--- config.mk ---
export PLATFORM = sky130hd
export DESIGN_NAME = srx_line_receiver
export DESIGN_NICKNAME = d
export VERILOG_FILES = /design/src/rtl/srx_pkg.sv /design/src/rtl/srx_sync.sv /design/src/rtl/srx_frame_fsm.sv /design/src/rtl/srx_status_reg.sv /design/src/rtl/srx_line_receiver.sv
export SDC_FILE = /design/constraint.sdc
export NUM_CORES = 1
export LEC_CHECK = 0
export ABC_AREA = 1
export BUFFER_PORTS_ARGS = -buffer_cell sky130_fd_sc_hd__buf_2
export CAP_MARGIN = 0
export CORE_ASPECT_RATIO = 0.6
export CORE_MARGIN = 3
export CORE_UTILIZATION = 45
export DETAILED_ROUTE_END_ITERATION = 16
export GPL_ROUTABILITY_DRIVEN = 0
export PLACE_DENSITY = 0.69
export SETUP_SLACK_MARGIN = 0.1
export SLEW_MARGIN = 25
export SYNTH_ARGS = -nofsm -noshare
export SYNTH_HDL_FRONTEND = slang
export SYNTH_SLANG_ARGS = --single-unit
--- constraint.sdc ---
create_clock -name clk -period 1.9 [get_ports clk]
set_clock_uncertainty 0.05 [all_clocks]
set_input_delay 0.285 -clock clk [delete_from_list [all_inputs] [get_ports clk]]
set_output_delay 0.285 -clock clk [all_outputs]
set_load 0.01 [all_outputs]
--- src/rtl/srx_pkg.sv ---
package srx_pkg;

    typedef enum logic [2:0] {
        S_IDLE,
        S_START,
        S_DATA,
        S_PARITY,
        S_STOP,
        S_HOLD
    } rx_state_t;

    // Field order mirrors ctrl_word[5:0]
    typedef struct packed {
        logic       stick;
        logic       even;
        logic       par_en;
        logic       two_stop;
        logic [1:0] len_code;
    } rx_cfg_t;

    typedef struct packed {
        logic [7:0] data;
        logic       perr;
        logic       ferr;
        logic       brk;
    } rx_result_t;

endpackage

--- src/rtl/srx_sync.sv ---
module srx_sync #(
    parameter int STAGES = 2
) (
    input  logic clk,
    input  logic rst_n,
    input  logic d,
    output logic q
);
    logic [STAGES-1:0] pipe;

    always_ff @(posedge clk or negedge rst_n) begin
        if (!rst_n) pipe <= '1;
        else        pipe <= {pipe[STAGES-2:0], d};
    end

    assign q = pipe[STAGES-1];
endmodule

--- src/rtl/srx_frame_fsm.sv ---
module srx_frame_fsm
    import srx_pkg::*;
#(
    parameter int OSR = 16,
    parameter int DW  = 8
) (
    input  logic       clk,
    input  logic       rst_n,
    input  logic       tick,
    input  logic       rx,
    input  rx_cfg_t    cfg,
    output logic       done,
    output rx_result_t res
);
    localparam int CW       = $clog2(OSR);
    localparam int IW       = $clog2(DW + 1);
    localparam int MIN_BITS = DW - 3;
    localparam logic [CW-1:0] MID  = CW'(OSR / 2 - 1);
    localparam logic [CW-1:0] LAST = CW'(OSR - 1);

    rx_state_t     state, nxt;
    logic [CW-1:0] cnt;
    logic [IW-1:0] idx;
    logic [DW-1:0] sh;
    logic          zeros, par_bad, ferr_q, stop2;

    logic [IW-1:0] nbits;
    logic [DW-1:0] data_al;
    logic          bit_at, last_data, last_stop, exp_par, fe_now, brk_now;

    always_comb begin
        nbits     = IW'(MIN_BITS) + IW'(cfg.len_code);
        bit_at    = tick && (cnt == LAST);
        last_data = (idx == nbits - IW'(1));
        last_stop = !cfg.two_stop || stop2;
        data_al   = sh >> (IW'(DW) - nbits);
        if (cfg.stick) exp_par = !cfg.even;
        else           exp_par = cfg.even ? (^data_al) : !(^data_al);
        fe_now    = stop2 ? ferr_q : !rx;
        brk_now   = zeros && !rx;
    end

    // state register
    always_ff @(posedge clk or negedge rst_n) begin
        if (!rst_n) state <= S_IDLE;
        else        state <= nxt;
    end

    // transitions
    always_comb begin
        nxt = state;
        unique case (state)
            S_IDLE:   if (tick && !rx) nxt = S_START;
            S_START:  if (tick && cnt == MID) nxt = rx ? S_IDLE : S_DATA;
            S_DATA:   if (bit_at && last_data) nxt = cfg.par_en ? S_PARITY : S_STOP;
            S_PARITY: if (bit_at) nxt = S_STOP;
            S_STOP:   if (bit_at && last_stop) nxt = rx ? S_IDLE : S_HOLD;
            S_HOLD:   if (rx) nxt = S_IDLE;
            default:  nxt = S_IDLE;
        endcase
    end

    // datapath and outputs
    always_ff @(posedge clk or negedge rst_n) begin
        if (!rst_n) begin
            cnt     <= '0;
            idx     <= '0;
            sh      <= '0;
            zeros   <= 1'b1;
            par_bad <= 1'b0;
            ferr_q  <= 1'b0;
            stop2   <= 1'b0;
            done    <= 1'b0;
            res     <= '0;
        end else begin
            done <= 1'b0;
            unique case (state)
                S_IDLE: begin
                    cnt     <= '0;
                    idx     <= '0;
                    zeros   <= 1'b1;
                    par_bad <= 1'b0;
                    ferr_q  <= 1'b0;
                    stop2   <= 1'b0;
                end
                S_START: begin
                    if (tick) cnt <= (cnt == MID) ? '0 : cnt + 1'b1;
                end
                S_DATA: begin
                    if (tick) cnt <= (cnt == LAST) ? '0 : cnt + 1'b1;
                    if (bit_at) begin
                        sh    <= {rx, sh[DW-1:1]};
                        idx   <= idx + 1'b1;
                        zeros <= zeros & !rx;
                    end
                end
                S_PARITY: begin
                    if (tick) cnt <= (cnt == LAST) ? '0 : cnt + 1'b1;
                    if (bit_at) begin
                        par_bad <= rx ^ exp_par;
                        zeros   <= zeros & !rx;
                    end
                end
                S_STOP: begin
                    if (tick) cnt <= (cnt == LAST) ? '0 : cnt + 1'b1;
                    if (bit_at) begin
                        zeros <= zeros & !rx;
                        if (!stop2) ferr_q <= !rx;
                        if (last_stop) begin
                            done     <= 1'b1;
                            res.brk  <= brk_now;
                            res.data <= brk_now ? '0 : data_al;
                            res.perr <= par_bad && !brk_now;
                            res.ferr <= fe_now;
                        end else begin
                            stop2 <= 1'b1;
                        end
                    end
                end
                S_HOLD: ;
                default: ;
            endcase
        end
    end
endmodule

--- src/rtl/srx_status_reg.sv ---
module srx_status_reg
    import srx_pkg::*;
(
    input  logic       clk,
    input  logic       rst_n,
    input  logic       done,
    input  rx_result_t res,
    input  logic       rd_status,
    input  logic       rd_data,
    input  logic       irq_en,
    output logic [7:0] data_q,
    output logic [7:0] lsr,
    output logic       irq
);
    logic dr, pe, fe, bi;

    always_ff @(posedge clk or negedge rst_n) begin
        if (!rst_n) begin
            data_q <= '0;
            dr     <= 1'b0;
            pe     <= 1'b0;
            fe     <= 1'b0;
            bi     <= 1'b0;
        end else begin
            if (done) data_q <= res.data;
            dr <= (dr & !rd_status & !rd_data) | done;
            pe <= (pe & !rd_status) | (done & res.perr);
            fe <= (fe & !rd_status) | (done & res.ferr);
            bi <= (bi & !rd_status) | (done & res.brk);
        end
    end

    assign lsr = {3'b000, bi, fe, pe, 1'b0, dr};
    assign irq = irq_en & (pe | fe | bi);
endmodule

--- src/rtl/srx_line_receiver.sv ---
module srx_line_receiver
    import srx_pkg::*;
#(
    parameter int OSR         = 16,
    parameter int SYNC_STAGES = 2
) (
    input  logic       clk,
    input  logic       rst_n,
    input  logic       os_tick,
    input  logic       rx_line,
    input  logic [5:0] ctrl_word,
    input  logic       lsi_enable,
    input  logic       rd_status,
    input  logic       rd_data,
    output logic [7:0] rx_byte,
    output logic [7:0] line_status,
    output logic       lsi_req
);
    logic       rx_s;
    logic       frame_done;
    rx_result_t frame_res;

    srx_sync #(.STAGES(SYNC_STAGES)) u_sync (
        .clk   (clk),
        .rst_n (rst_n),
        .d     (rx_line),
        .q     (rx_s)
    );

    srx_frame_fsm #(.OSR(OSR), .DW(8)) u_fsm (
        .clk   (clk),
        .rst_n (rst_n),
        .tick  (os_tick),
        .rx    (rx_s),
        .cfg   (rx_cfg_t'(ctrl_word)),
        .done  (frame_done),
        .res   (frame_res)
    );

    srx_status_reg u_stat (
        .clk       (clk),
        .rst_n     (rst_n),
        .done      (frame_done),
        .res       (frame_res),
        .rd_status (rd_status),
        .rd_data   (rd_data),
        .irq_en    (lsi_enable),
        .data_q    (rx_byte),
        .lsr       (line_status),
        .irq       (lsi_req)
    );
endmodule

==> summary.txt <==
Outcome
  – Outcome: finished, final reports clean

Worst setup path
  – Crit Path Class: flip-flop to flip-flop
  – CP Data Arrival Time: 1970 ps
  – R2R Path Start: u_fsm.cnt[0]$_DFFE_PN0P_
  – CP required: 2060 ps
  – Reg2Reg Setup Slack: 90 ps
  – R2R depth: 10
  – Worst r2r dst: u_fsm.state[2]$_DFFE_PN0P_
  – Worst Setup End Kind: flip-flop
  – Crit start category: flip-flop
  – Worst-path maximum fanout: 6

Timing
  – Post-route setup slack: 88.20 ps
  – F_max: 0.5519 GHz
  – Worst Max-Slew Pin Slew: 624.9 ps
  – Tcrit/Tclk final: 95.36%
  – Fin. Hold Viols: 0
  – Setup violators final: 0
  – RSZ-0062 raised after global routing: yes
  – Slew margin rel.: 58.34%
  – TNS Setup: 0 ps
  – Tmin final: 1812 ps
  – Slew Limit Fails: 0

Clock tree
  – Worst-path clk slew: 100 ps
  – CTS tree: built
  – Skew-Pair Late Insertion Delay: 320 ps
  – Root Buffer: clkbuf_8
  – Clock Path Buffers: 2
  – Total clock sinks: 49
  – CTS buffer count: 5
  – Max H-tree Level: 2

Pwr
  – Power density over cell area: 849.1 nW/um^2
  – Sw Share: 37.47%
  – Internal: 1804 uW
  – Flop pwr share: 41.6%
  – Clock power frac: 22.8%
  – Logic pwr share: 35.6%
  – Worst VDD drop: 0.3615 mV
  – LEAKAGE: 0.001813 uW
  – P_sw: 1081 uW

Global routing
  – Vias in the first global route: 2109
  – Initial antenna violation count: 0
  – GRT Residual Overflow: 0
  – First-pass GRT wire length: 10250 um
  – Tot GR Track Use: 18.32%
  – Largest net degree at the start of global routing: 50

Synth
  – Total of warnings raised by yosys: 0
  – Gate Count Post-Synth: 379
  – Post-synthesis async set-or-reset flop share: 100.0%
  – Mapped Area: 2854 sq um
  – Seq/Total Area, Yosys: 43.10%
  – Synth cell types: 38
  – Mean Syn Cell Area: 7.530 sq um
  – Synth Register Bits: 49
  – EDFF count, synth: 0
  – Most used DFF post-synth: dfrtp_1

Route
  – Wire per inst: 12.46 um
  – Total routed wirelength: 6380 um
  – Via density: 4.785
  – Number of iterations in the first detailed-routing pass: 4
  – Starting DRT DRC Count: 175
  – Antenna Nets Post-Route: 0
  – Drt drc: 0
  – Via Count: 2450

Cells and area
  – # diodes: 0
  – Layout cells sized above 1: 26.16%
  – Most common cell after layout, fill and taps aside: nand2_1
  – Fin cells: 512
  – Most frequent cells in the layout: nand2_1 (136), dfrtp_1 (46), inv_1 (41)
  – Area Growth Syn to Fin: 19.03%
  – Finished Cell Area: 3397 sq um
  – Final net count: 448

Floorplanning
  – # IOs: 30
  – Core area: 5859 sq um
  – DIE WIDTH: 108.8 um
  – Starting density of the core: 48.71%
  – Die Height: 67.69 um
  – Die Area: 7365 sq um
  – Cell Rows: 21

Placed design
  – Dpl cell area: 3103 sq um
  – Post-Place Setup Slack: -169.6 ps
  – Placed insts: 490
  – Post-DP HPWL: 4566 um
  – Port Buffers: 25

Job
  – Max-cap viol count: 0

Hold path
  – Hold/Removal Path Class: input pin to async pin
synth_stat cells, types with 4 or more instances:
library cell	instances	area share [%]
nor2_1	16	2.1
inv_1	45	5.9
o21ai_0	25	4.4
nand3_1	14	2.5
buf_6	5	2.0
o22ai_1	10	2.2
xor2_1	5	1.5
ha_1	4	1.8
inv_2	8	1.1
buf_4	8	2.1
nand2_1	142	19
nand2_2	7	1.5
dfrtp_1	46	40
per-layer routing:
layer	GRT usage, %	routed length, um	share of wire [%]
met1	29.18	3494	55
met2	23.69	2403	38
met3	3.820	422	6.6
met4	6.614	59	0.92
met5	0	0	0
worst max-delay path by stage:
stage | cells past startpoint | startpoint | slack, ps | to
floorplan | 18 | ctrl_word[0] | 120 | u_fsm.par_bad$_DFFE_PN0P_
global placement | 18 | ctrl_word[0] | -90 | u_fsm.par_bad$_DFFE_PN0P_
global route | 10 | u_fsm.cnt[0]$_DFFE_PN0P_ | -40 | u_fsm.state[1]$_DFFE_PN0P_
CTS | 10 | u_fsm.cnt[0]$_DFFE_PN0P_ | 100 | u_fsm.state[2]$_DFFE_PN0P_
finish | 10 | u_fsm.cnt[0]$_DFFE_PN0P_ | 90 | u_fsm.state[2]$_DFFE_PN0P_
detailed placement | 18 | ctrl_word[0] | -170 | u_fsm.par_bad$_DFFE_PN0P_
flip-flops by register name (all words and copies together), names as in the netlist, 2 cells and up:
register and count:
u_fsm.sh 8, u_fsm.state 3, u_stat.data_q 8, u_sync.pipe 2, u_fsm.idx 4, u_fsm.cnt 4, u_fsm.res 11
per-stage QoR:
stage          hold slack [ps]  utilization [%]  power (uW)
2_1_floorplan           -60.59                -        1783
3_3_place_gp             295.5            52.96        1997
3_5_place_dp             297.5            52.96        2025
4_1_cts                  3.423            55.01        2719
5_1_grt                  59.64            57.98        3070
6_report                 17.21            57.98        2885
power groups by stage:
| stage | sequential (uW) | combinational (uW) | clock (uW) |
|---|---|---|---|
| after floorplan | 1210 | 576 | 0 |
| after global placement | 1210 | 784 | 0 |
| after detailed placement | 1220 | 806 | 0 |
| after CTS | 1200 | 855 | 667 |
| after global routing | 1210 | 1150 | 710 |
| final | 1200 | 1030 | 657 |
worst max-delay path, stage by stage (launching register included):
cell	delay, ps
dfrtp_1	380
ha_2	210
nand2_2	80
nor2_4	160
nand2_4	90
nor2_4	80
a21oi_2	40
nor3_2	250
o2111ai_4	190
nand2_1	100
o21ai_1	60
cell type report:
| class | count | area (sq um) |
|---|---|---|
| clock buffers | 5 | 68.82 |
| clock inverters | 3 | 21.27 |
| fillers | 533 | 2462 |
| inverters | 55 | 216.5 |
| multi-input cells | 262 | 1378 |
| flip-flops and latches | 49 | 1230 |
| well taps | 80 | 100.1 |
| repair buffers | 58 | 382.9 |
cell families after synthesis:
| group | after synthesis | share of synthesized area (%) |
|---|---|---|
| compound gates | 53 | 11.66 |
| xor+xnor | 7 | 2.148 |
| fa+ha+maj | 4 | 1.754 |
| buf+inv | 71 | 12.06 |
| flops | 49 | 43.10 |
| other cells | 1 | 0.1314 |
| simple gates | 194 | 29.15 |
what timing repair did:
item,CTS,global route
hold endpoints to repair,0,1
setup buffers,3,10
setup endpoints to repair,4,15
hold buffers,0,1
gates resized for setup,2,23
pin swaps,1,9
No activity file was read; power rests on OpenSTA's default activity.
